**src/rtl/capt_pkg.sv**
```systemverilog
package capt_pkg;

  // Width of the prescale counter; the largest divisor is 128.
  localparam int PSC_W = 7;

  // Reload trigger code that selects the rollover event.
  localparam logic [2:0] RLD_SEL_OVF = 3'b100;

  // Terminal value (divisor minus one) for each prescale code.
  function automatic logic [PSC_W-1:0] psc_last(input logic [2:0] sel);
    case (sel)
      3'd0:    psc_last = 7'd0;
      3'd1:    psc_last = 7'd3;
      3'd2:    psc_last = 7'd15;
      3'd3:    psc_last = 7'd31;
      3'd4:    psc_last = 7'd63;
      3'd5:    psc_last = 7'd95;
      3'd6:    psc_last = 7'd111;
      default: psc_last = 7'd127;
    endcase
  endfunction

endpackage

```
**src/rtl/capt_prescaler.sv**
```systemverilog
module capt_prescaler
  import capt_pkg::*;
(
  input  logic       clk,
  input  logic       rst,
  input  logic       run_i,
  input  logic [2:0] sel_i,
  output logic       tick_o
);

  logic [PSC_W-1:0] div_q;
  logic [PSC_W-1:0] last_w;

  assign last_w = psc_last(sel_i);
  // Compare with >= so a shrinking divisor never strands the counter.
  assign tick_o = run_i && (div_q >= last_w);

  always_ff @(posedge clk) begin
    if (rst) begin
      div_q <= '0;
    end else if (!run_i || tick_o) begin
      div_q <= '0;
    end else begin
      div_q <= div_q + 1'b1;
    end
  end

endmodule

```
**src/rtl/capt_edge_detect.sv**
```systemverilog
module capt_edge_detect #(
  parameter int NCH    = 3,
  parameter int STAGES = 2
) (
  input  logic           clk,
  input  logic           rst,
  input  logic [NCH-1:0] pin_i,
  output logic [NCH-1:0] rise_o
);

  genvar g;
  generate
    for (g = 0; g < NCH; g++) begin : g_ch
      logic [STAGES:0] sh_q;
      always_ff @(posedge clk) begin
        if (rst) begin
          sh_q <= '0;
        end else begin
          sh_q <= {sh_q[STAGES-1:0], pin_i[g]};
        end
      end
      assign rise_o[g] = sh_q[STAGES-1] & ~sh_q[STAGES];
    end
  endgenerate

endmodule

```
**src/rtl/capt_count_core.sv**
```systemverilog
module capt_count_core
  import capt_pkg::*;
#(
  parameter int CNT_W = 24,
  parameter int NCH   = 3,
  localparam int SRC_W = $clog2(NCH + 1)
) (
  input  logic             clk,
  input  logic             rst,
  input  logic             run_i,
  input  logic [SRC_W-1:0] src_sel_i,
  input  logic             tick_i,
  input  logic [NCH-1:0]   rise_i,
  input  logic [NCH-1:0]   cap_evt_i,
  input  logic [CNT_W-1:0] cmp_val_i,
  input  logic             cmp_en_i,
  input  logic             clr_on_cmp_i,
  input  logic             clr_on_cap_i,
  input  logic             rld_en_i,
  input  logic [2:0]       rld_sel_i,
  output logic [CNT_W-1:0] count_o,
  output logic             inc_o,
  output logic             cmp_hit_o,
  output logic             ovf_evt_o,
  output logic             rld_trig_o
);

  logic [CNT_W-1:0] cnt_q;
  logic [CNT_W-1:0] cnt_inc;
  logic             inc_src;

  // Pick the increment source.
  always_comb begin
    inc_src = 1'b0;
    if (src_sel_i == '0) begin
      inc_src = tick_i;
    end
    for (int i = 0; i < NCH; i++) begin
      if (src_sel_i == SRC_W'(i + 1)) begin
        inc_src = rise_i[i];
      end
    end
  end

  assign inc_o     = run_i && inc_src;
  assign cnt_inc   = cnt_q + 1'b1;
  assign ovf_evt_o = inc_o && (cnt_q == {CNT_W{1'b1}});
  assign cmp_hit_o = cmp_en_i && inc_o && (cnt_inc == cmp_val_i);

  // Reload trigger decode: channel codes, then the rollover code.
  always_comb begin
    rld_trig_o = 1'b0;
    for (int i = 0; i < NCH; i++) begin
      if (rld_sel_i == 3'(i)) begin
        rld_trig_o = cap_evt_i[i];
      end
    end
    if (rld_sel_i == RLD_SEL_OVF) begin
      rld_trig_o = ovf_evt_o;
    end
  end

  // Priority: reload, then clear, then increment.
  always_ff @(posedge clk) begin
    if (rst) begin
      cnt_q <= '0;
    end else if (run_i) begin
      if (rld_en_i && rld_trig_o) begin
        cnt_q <= cmp_val_i;
      end else if ((clr_on_cmp_i && cmp_hit_o) || (clr_on_cap_i && (|cap_evt_i))) begin
        cnt_q <= '0;
      end else if (inc_o) begin
        cnt_q <= cnt_inc;
      end
    end
  end

  assign count_o = cnt_q;

endmodule

```
**src/rtl/capt_flag_w1c.sv**
```systemverilog
module capt_flag_w1c #(
  parameter int NFLAG = 2
) (
  input  logic             clk,
  input  logic             rst,
  input  logic [NFLAG-1:0] set_i,
  input  logic [NFLAG-1:0] clr_i,
  input  logic [NFLAG-1:0] ie_i,
  output logic [NFLAG-1:0] flag_o,
  output logic             irq_o
);

  logic [NFLAG-1:0] flag_q;
  logic [NFLAG-1:0] flag_d;

  // A hardware set in the same cycle outweighs a software clear.
  assign flag_d = (flag_q & ~clr_i) | set_i;

  always_ff @(posedge clk) begin
    if (rst) begin
      flag_q <= '0;
      irq_o  <= 1'b0;
    end else begin
      flag_q <= flag_d;
      irq_o  <= |(flag_d & ie_i);
    end
  end

  assign flag_o = flag_q;

endmodule

```
**src/rtl/capt_timebase.sv**
```systemverilog
module capt_timebase
  import capt_pkg::*;
#(
  parameter int CNT_W    = 24,
  parameter int NCH      = 3,
  parameter int SYNC_STG = 2,
  localparam int SRC_W   = $clog2(NCH + 1)
) (
  input  logic             clk,
  input  logic             rst,
  input  logic             en_i,
  input  logic             start_i,
  input  logic [2:0]       psc_sel_i,
  input  logic [SRC_W-1:0] src_sel_i,
  input  logic [CNT_W-1:0] cmp_val_i,
  input  logic             cmp_en_i,
  input  logic             clr_on_cmp_i,
  input  logic             clr_on_cap_i,
  input  logic             rld_en_i,
  input  logic [2:0]       rld_sel_i,
  input  logic [NCH-1:0]   cap_in_i,
  input  logic [NCH-1:0]   cap_evt_i,
  input  logic [1:0]       flag_clr_i,
  input  logic             cmp_ie_i,
  input  logic             ovf_ie_i,
  output logic [CNT_W-1:0] count_o,
  output logic             cmp_flag_o,
  output logic             ovf_flag_o,
  output logic             irq_o
);

  logic           run_w;
  logic           tick_w;
  logic [NCH-1:0] rise_w;
  logic           inc_w;
  logic           cmp_hit_w;
  logic           ovf_evt_w;
  logic           rld_trig_w;
  logic [1:0]     flags_w;

  assign run_w = en_i && start_i;

  capt_prescaler u_psc (
    .clk    (clk),
    .rst    (rst),
    .run_i  (run_w),
    .sel_i  (psc_sel_i),
    .tick_o (tick_w)
  );

  capt_edge_detect #(
    .NCH    (NCH),
    .STAGES (SYNC_STG)
  ) u_edge (
    .clk    (clk),
    .rst    (rst),
    .pin_i  (cap_in_i),
    .rise_o (rise_w)
  );

  capt_count_core #(
    .CNT_W (CNT_W),
    .NCH   (NCH)
  ) u_core (
    .clk          (clk),
    .rst          (rst),
    .run_i        (run_w),
    .src_sel_i    (src_sel_i),
    .tick_i       (tick_w),
    .rise_i       (rise_w),
    .cap_evt_i    (cap_evt_i),
    .cmp_val_i    (cmp_val_i),
    .cmp_en_i     (cmp_en_i),
    .clr_on_cmp_i (clr_on_cmp_i),
    .clr_on_cap_i (clr_on_cap_i),
    .rld_en_i     (rld_en_i),
    .rld_sel_i    (rld_sel_i),
    .count_o      (count_o),
    .inc_o        (inc_w),
    .cmp_hit_o    (cmp_hit_w),
    .ovf_evt_o    (ovf_evt_w),
    .rld_trig_o   (rld_trig_w)
  );

  capt_flag_w1c #(
    .NFLAG (2)
  ) u_flags (
    .clk    (clk),
    .rst    (rst),
    .set_i  ({ovf_evt_w, cmp_hit_w}),
    .clr_i  (flag_clr_i),
    .ie_i   ({ovf_ie_i, cmp_ie_i}),
    .flag_o (flags_w),
    .irq_o  (irq_o)
  );

  assign cmp_flag_o = flags_w[0];
  assign ovf_flag_o = flags_w[1];

endmodule

```
**config.mk**
```make
export PLATFORM = sky130hd
export DESIGN_NAME = capt_timebase
export DESIGN_NICKNAME = d
export VERILOG_FILES = /design/src/rtl/capt_pkg.sv /design/src/rtl/capt_prescaler.sv /design/src/rtl/capt_edge_detect.sv /design/src/rtl/capt_count_core.sv /design/src/rtl/capt_flag_w1c.sv /design/src/rtl/capt_timebase.sv
export SDC_FILE = /design/constraint.sdc
export NUM_CORES = 1
export LEC_CHECK = 0
export BUFFER_PORTS_ARGS = -buffer_cell sky130_fd_sc_hd__buf_2
export CAP_MARGIN = 30
export CORE_MARGIN = 5
export CORE_UTILIZATION = 54
export DETAILED_ROUTE_END_ITERATION = 6
export HOLD_SLACK_MARGIN = 0.12
export PLACE_DENSITY = 0.83
export SETUP_SLACK_MARGIN = 0.1
export SYNTH_ARGS = -nofsm -noshare
export SYNTH_HDL_FRONTEND = slang
export SYNTH_HIERARCHICAL = 1
export SYNTH_SLANG_ARGS = --single-unit
```
**constraint.sdc**
```tcl
create_clock -name clk -period 4.7 [get_ports clk]
set_input_delay 0.705 -clock clk [delete_from_list [all_inputs] [get_ports clk]]
set_output_delay 0.705 -clock clk [all_outputs]
set_load 0.05 [all_outputs]
```
# ---- After elaboration in Yosys (flattened, before gate mapping)
# Index checks and enable logic that the tools add are counted.
dict set report classes {
  n_addsub 2
  order_cmp 1
  eq_ne 14
  n_mux 12
  n_bitwise 10
  n_reduce_logical 20
}
# operator n
set ops {}
lappend ops {{24-bit 2-to-1 mux} 3}
lappend ops {{7-bit case mux with 7 select lines} 1}
lappend ops {{24-bit by 1-bit adder with 24-bit output (second input constant)} 1}
lappend ops {{24-bit equality test} 1}
lappend ops {{24-bit equality test (second input constant)} 1}
lappend ops {{3-bit equality test (second input constant)} 4}
lappend ops {{3-bit by 2-bit equality test with 1-bit output (second input constant)} 3}
lappend ops {{1-bit logical AND} 9}
lappend ops {{1-bit 2-to-1 mux} 8}
lappend ops {{7-bit by 1-bit adder with 7-bit output (second input constant)} 1}
lappend ops {{7-bit >= comparator} 1}
lappend ops {{3-bit by 1-bit equality test with 1-bit output (second input constant)} 2}
lappend ops {{3-bit zero test} 2}
lappend ops {{2-bit bitwise AND} 2}
lappend ops {{2-bit equality test (second input constant)} 2}
lappend ops {{2-bit OR reduction} 2}
lappend ops {{1-bit bitwise AND} 3}
lappend ops {{1-bit inverter} 3}
lappend ops {{3-bit nonzero test} 1}
lappend ops {{3-bit OR reduction} 1}
lappend ops {{2-bit by 1-bit equality test with 1-bit output (second input constant)} 1}
lappend ops {{2-bit zero test} 1}
lappend ops {{1-bit logical OR} 2}
lappend ops {{2-bit inverter} 1}
lappend ops {{3 further kinds} 3}
dict set report word_totals {
  register_bits 43
  inputBits 50
  out_inout_bits 27
  elab_cells 66
}

# ---- Logic depth before layout (Yosys ltp)
dict set report depth {
  depth_word 15
  mapped_depth 18
}

# ---- Modules after synthesis
# Netlist, hierarchy kept.
# mod instances cells_per_inst area_per_inst_um2 seq_area_each_um2
set by_module_without_submodules {}
lappend by_module_without_submodules {capt_count_core 1 308 2303.5 480.5}
lappend by_module_without_submodules {capt_prescaler 1 51 461.7 140.1}
lappend by_module_without_submodules {capt_edge_detect 1 21 255.2 180.2}
lappend by_module_without_submodules {capt_flag_w1c 1 10 121.4 60.1}
lappend by_module_without_submodules {capt_timebase 1 1 6.3 0.0}

# ---- Least setup slack after synthesis
# Ideal clock, no wire load.
dict set report synth_path {
  kind {in2reg}
  start {input psc_sel_i[2]}
  end {register u_core.cnt_q[14] (netlist: u_core/count_o[14])}
  setup_ns 0.066
  arrival_ns 4.269
  t_required_ns 4.634
  setup_slack_ns 0.366
  cell_stages 18
  path_buffers 2
  path_cell_list {nor2_1 > nand2_1 > ha_1 > nand2b_1 > a211oi_1 > o31ai_2 > and2_1 > mux4_2 > nand4_1 > nor4b_1 > o21a_1 > and2_1 > or2_0 > clkbuf_1 > or3_1 > buf_4 > or4_1 > nand3_1}
}
dict set report synth_via {
  elab_cells_between_ends 26
}
# item line_no
set synth_rtl {}
lappend synth_rtl {{from (decl)} capt_timebase.sv:13} ;# input logic [2:0] psc_sel_i,
lappend synth_rtl {{3-bit equality test (tied with other cells)} capt_pkg.sv:11} ;# case (sel)
lappend synth_rtl {{7-bit case mux with 7 select lines (*)} capt_pkg.sv:11}
lappend synth_rtl {{7-bit >= comparator (*)} capt_prescaler.sv:16} ;# assign tick_o = run_i && (div_q >= last_w);
lappend synth_rtl {{1-bit logical AND (*)} capt_prescaler.sv:16}
lappend synth_rtl {{named net tick_w} capt_timebase.sv:33} ;# logic tick_w;
lappend synth_rtl {{1-bit 2-to-1 mux (*)} capt_count_core.sv:35} ;# if (src_sel_i == '0) begin
lappend synth_rtl {{1-bit 2-to-1 mux (*) (3 in a row)} capt_count_core.sv:39} ;# if (src_sel_i == SRC_W'(i + 1)) begin
lappend synth_rtl {{1-bit logical AND (*)} capt_count_core.sv:45} ;# assign inc_o = run_i && inc_src;
lappend synth_rtl {{1-bit logical AND (*)} capt_count_core.sv:47} ;# assign ovf_evt_o = inc_o && (cnt_q == {CNT_W{1'b1}});
lappend synth_rtl {{1-bit 2-to-1 mux (*)} capt_count_core.sv:58} ;# if (rld_sel_i == RLD_SEL_OVF) begin
lappend synth_rtl {{named net rld_trig_w} capt_timebase.sv:38} ;# logic rld_trig_w;
lappend synth_rtl {{1-bit logical AND (*)} capt_count_core.sv:68} ;# if (rld_en_i && rld_trig_o) begin
lappend synth_rtl {{3-bit nonzero test (no source line)} --}
lappend synth_rtl {{2-bit AND reduction (no source line)} --}
lappend synth_rtl {{to (signal assigned)} capt_count_core.sv:69} ;# cnt_q <= cmp_val_i;
lappend synth_rtl {{to (signal assigned)} capt_count_core.sv:73} ;# cnt_q <= cnt_inc;
lappend synth_rtl {{to (decl)} capt_count_core.sv:28} ;# logic [CNT_W-1:0] cnt_q;
# The timed path passes the listed nets; every way through them passes the cells marked *.
# A chain may end at the register's enable or synchronous reset.

# ---- Worst setup path in the final report
dict set report layout_path {
  start {input psc_sel_i[2]}
  end {register u_core.cnt_q[2] (netlist: u_core/count_o[2])}
}
# Same word-level chain as after synthesis.

==> run summary <==
Setup path
• and2_1 — cell occurring most often along the worst timing path
• 7 — CP max FO
• buf_2 -> nor2_1 -> nand2_1 -> ha_1 -> nand2b_1 -> a211oi_1 -> o31ai_2 -> and2_1 -> mux4_2 -> nand4_1 -> nor4b_1 -> o21a_1 -> and2_1 -> or2_0 -> buf_4 -> nor3_1 -> a31oi_1 -> o31ai_1 — sequence of cells on the critical path
• register — Setup crit end kind
• 2 — Bufs and invs on worst path
• simple AND/OR/NAND/NOR gates — family of cells with the greatest summed delay on the critical path
• 760 ps — critical path's largest stage delay
• 4600 ps — data arrival time of the worst path
• 4920 ps — required time of the critical path
• in2reg — Worst Path Class, Setup
• nor3_1 — slowest stage cell on the critical path
• input pin — sort of element at the start of the critical path

Floorplan
• 77 — number of top-level pins
• 5574 sq um — area of the core
• 27 — Rows
• 86.35 um — die outline width
• 86.35 um — overall die height
• 56.48% — starting density of the core
• 7456 sq um — Die Footprint

Clock network
• 0 — post-cts repair resize count
• 80 ps — clock-pin slew of the registers on the worst-case setup and hold paths
• 0 — Setup Buffers After CTS
• yes — clock tree from TritonCTS
• 43 — clock tree sinks
• 2 — maximum buffer depth of the clock tree
• 300 ps — insertion delay of the later-clocked pin in the worst-skew pair
• 5 — clock buffer count from CTS
• 2 — depth of the CTS H-tree
• 0 — number of buffers inserted by hold repair at cts
• clkbuf_8 — clock root buffer master

Finish
• 23.82% — fraction of final layout cells sized beyond drive strength 1
• 66.15% — utilization of the core after routing
• 524 — nets@finish
• 17.13% — synth-to-layout area growth
• 860.8 sq um — register area
• 0 — antenna diode instance count
• 2125 sq um — footprint of the multi-input gates
• 486 — number of fill cells in the layout
• 538 — Non-Filler Instances

Yosys
• dfxtp_1 — library cell occupying the most area in the post-synthesis netlist
• 0% — share of async-settable or async-resettable flops after synthesis
• 3148 sq um — cell area after synthesis
• 55 — unique cell type count in the Yosys netlist
• 391 — Cells after Synth
• simple AND/OR/NAND/NOR gates — combinational family with the most area after synthesis
• dfxtp_1 — leading cell type by number of instances after synthesis
• 43 x dfxtp_1, 37 x nand2_1, 30 x nand3_1, 21 x nor2b_1, 20 x xor2_1 — leading post-synthesis cells by instance count
• 1.669% — share of synthesized area spent on multiplexers
• 19.59% — Synth Area in Compound Gates
• dfxtp_1 — main flop type after synthesis
• 10.02% — XOR/XNOR share of the synthesized area
• 32.63% — post-synthesis simple-gate area fraction
• 3.577% — Adder-Cell Fraction of Synth Area
• 27.34% — sequential fraction of the synthesis area
• 6 — synth warn
• 450 — syn nets
• 27.34% — portion of synthesized cell area occupied by the leading cell type
• 8.051 sq um — average footprint of a synthesized cell
• dfxtp_1 27%, xor2_1 5.6%, nand3_1 4.8% — Synth area leaders
• 0 — number of flops mapped to enable cells by yosys
• 43 — FF+latch count, synth

Global routing
• 3,182 — vias in the first global route
• 24.11% — combined global-route utilization of all metal layers
• 29 — largest net degree at the start of global routing
• 14,700 um — wire length of the first global-routing pass
• 0 — overflow left after global routing
• 0 — antenna violations before repair

Pwr
• 202.7 nW/um^2 — total power density per cell area
• 0.1416 mV — maximum vdd ir drop
• 1.484 nW — leakage dissipation

Routing
• 0 — number of design rule violations left after detail routing
• 16.73 um — DR WL/cell
• 6.299 — mean number of vias per cell
• 349 — starting DRC count in detailed routing
• 9001 um — overall routed net length
• 0 — post-route antenna net violation count
• 5 — Detailed Routing Iterations Pass 1
• 3,389 — number of vias in the routed layout

STA
• 0 ps — total negative slack
• 453.0 ps — WHS
• 36.55% — Slew Limit Headroom
• 0 — total count of hold-check failures in the final report
• no — RSZ-0062 raised after global routing
• 944.4 ps — measured slew at the worst slew-check pin
• 4384 ps — minimum period implied by the final worst setup slack
• 3.888 ps — Max Clock Skew
• 228.1 MHz — Fmax achieved
• 0 — final setup vio count
• 0 — number of max-slew violations in the final report
• 93.28% — final worst path period share

Placed design
• 6895 um — HPWL reported at the end of detailed placement
• 76 — buffers added on ports
• 530 — Placed Instances
• 0.9058 — weighted congestion reported at the end of routability-driven placement

Flow run
• 0 — max-cap violations

Outcome
• complete, no violations — status

Min path
• reg2reg — Hold Path Class

[state kept, by name, indices dropped and copies added (netlist names)]
signal	flops
u_psc/div_q	7
u_edge/g_ch.sh_q	9
u_flags/flag_o	2
u_core/count_o	24
u_flags/irq_o	1
[cells in the final DEF, fill, tap and decap left out, types with 4 or more instances in the layout]
| cell | n |
|---|---|
| ha_1 | 9 |
| and2_1 | 5 |
| o311ai_0 | 12 |
| o31ai_1 | 4 |
| and3_1 | 4 |
| xor2_1 | 20 |
| or4_1 | 4 |
| and4_1 | 6 |
| nand2_1 | 37 |
| nor2_1 | 18 |
| a21oi_1 | 7 |
| xnor2_1 | 16 |
| clkbuf_8 | 5 |
| o21ai_0 | 5 |
| a31oi_1 | 10 |
| dfxtp_1 | 43 |
| nand2b_1 | 9 |
| nor2b_1 | 21 |
| nor4_1 | 4 |
| nand4_1 | 11 |
| buf_4 | 11 |
| a31o_2 | 5 |
| nor3_1 | 16 |
| o32ai_1 | 9 |
| buf_2 | 76 |
| inv_1 | 17 |
| nand3_1 | 30 |
| o211ai_1 | 10 |
[metal layers]
metal,track usage (%),wire (um),vias to the layer above,share of wire (%)
li1,-,-,1602,-
met3,4.563,855,38,9.5
met4,10.62,301,0,3.3
met5,0,0,-,0
met1,30.84,3615,1569,40
met2,39.36,4229,180,47
[where the power goes]
part	total, mW	switching, mW	internal (mW)	leakage [nW]
logic	0.133	0.0782	0.0548	1.09
clock network	0.234	0.130	0.104	0.0412
registers	0.381	0.00977	0.371	0.349
total	0.747	0.218	0.530	1.48
[cell type report]
class	count	share of cell area (%)
inverter	17	1.731
clock inverter	2	0.3393
tap	72	2.443
multi-input combinational	311	57.62
clock buffer	6	1.968
sequential	43	23.35
timing repair buffer	87	12.56
[logic make-up (layout without fill, tap and decap cells)]
group / Yosys count / in the layout
adder cells (fa/ha/maj): 9 / 9
AND/OR/NAND/NOR: 181 / 181
multiplexers: 4 / 4
XOR/XNOR: 36 / 36
buffers and inverters: 37 / 112
flip-flops: 43 / 43
AO/OA/AOI/OAI: 81 / 81
[path summary, 6_finish.rpt]
path                                                   startpoint                                 to  slack [ps]  depth (start not counted)
worst min register to register  u_edge/g_ch[1].sh_q[0]$_SDFF_PP0_  u_edge/g_ch[1].sh_q[1]$_SDFF_PP0_         450                          1
worst max-delay path                                 psc_sel_i[2]     u_core/count_o[2]$_SDFFE_PP0P_         320                         18
worst min-delay path            u_edge/g_ch[1].sh_q[0]$_SDFF_PP0_  u_edge/g_ch[1].sh_q[1]$_SDFF_PP0_         450                          1
worst max register to register          u_psc/div_q[0]$_SDFF_PP0_     u_core/count_o[2]$_SDFFE_PP0P_         660                         16
[worst reg2reg max path: stages (launching register included)]
cell,delay (ps)
dfxtp_1,400
inv_1,70
ha_1,280
nand2b_1,150
a211oi_1,300
o31ai_2,110
and2_1,160
mux4_2,470
nand4_1,140
nor4b_1,60
o21a_1,180
and2_1,160
or2_0,250
buf_4,170
nor3_1,760
a31oi_1,200
o31ai_1,100
[metrics by stage]
stage	power (mW)	worst slack [ps]	instance area, sq um
final	0.7475	316.1	3687
after global routing	0.7804	136.9	3687
after floorplan	0.4659	365.6	3148
after global placement	0.5158	228.6	3602
after detailed placement	0.5197	80.39	3602
after CTS	0.7511	409.9	3687
Power figures use the tool's default switching activity.
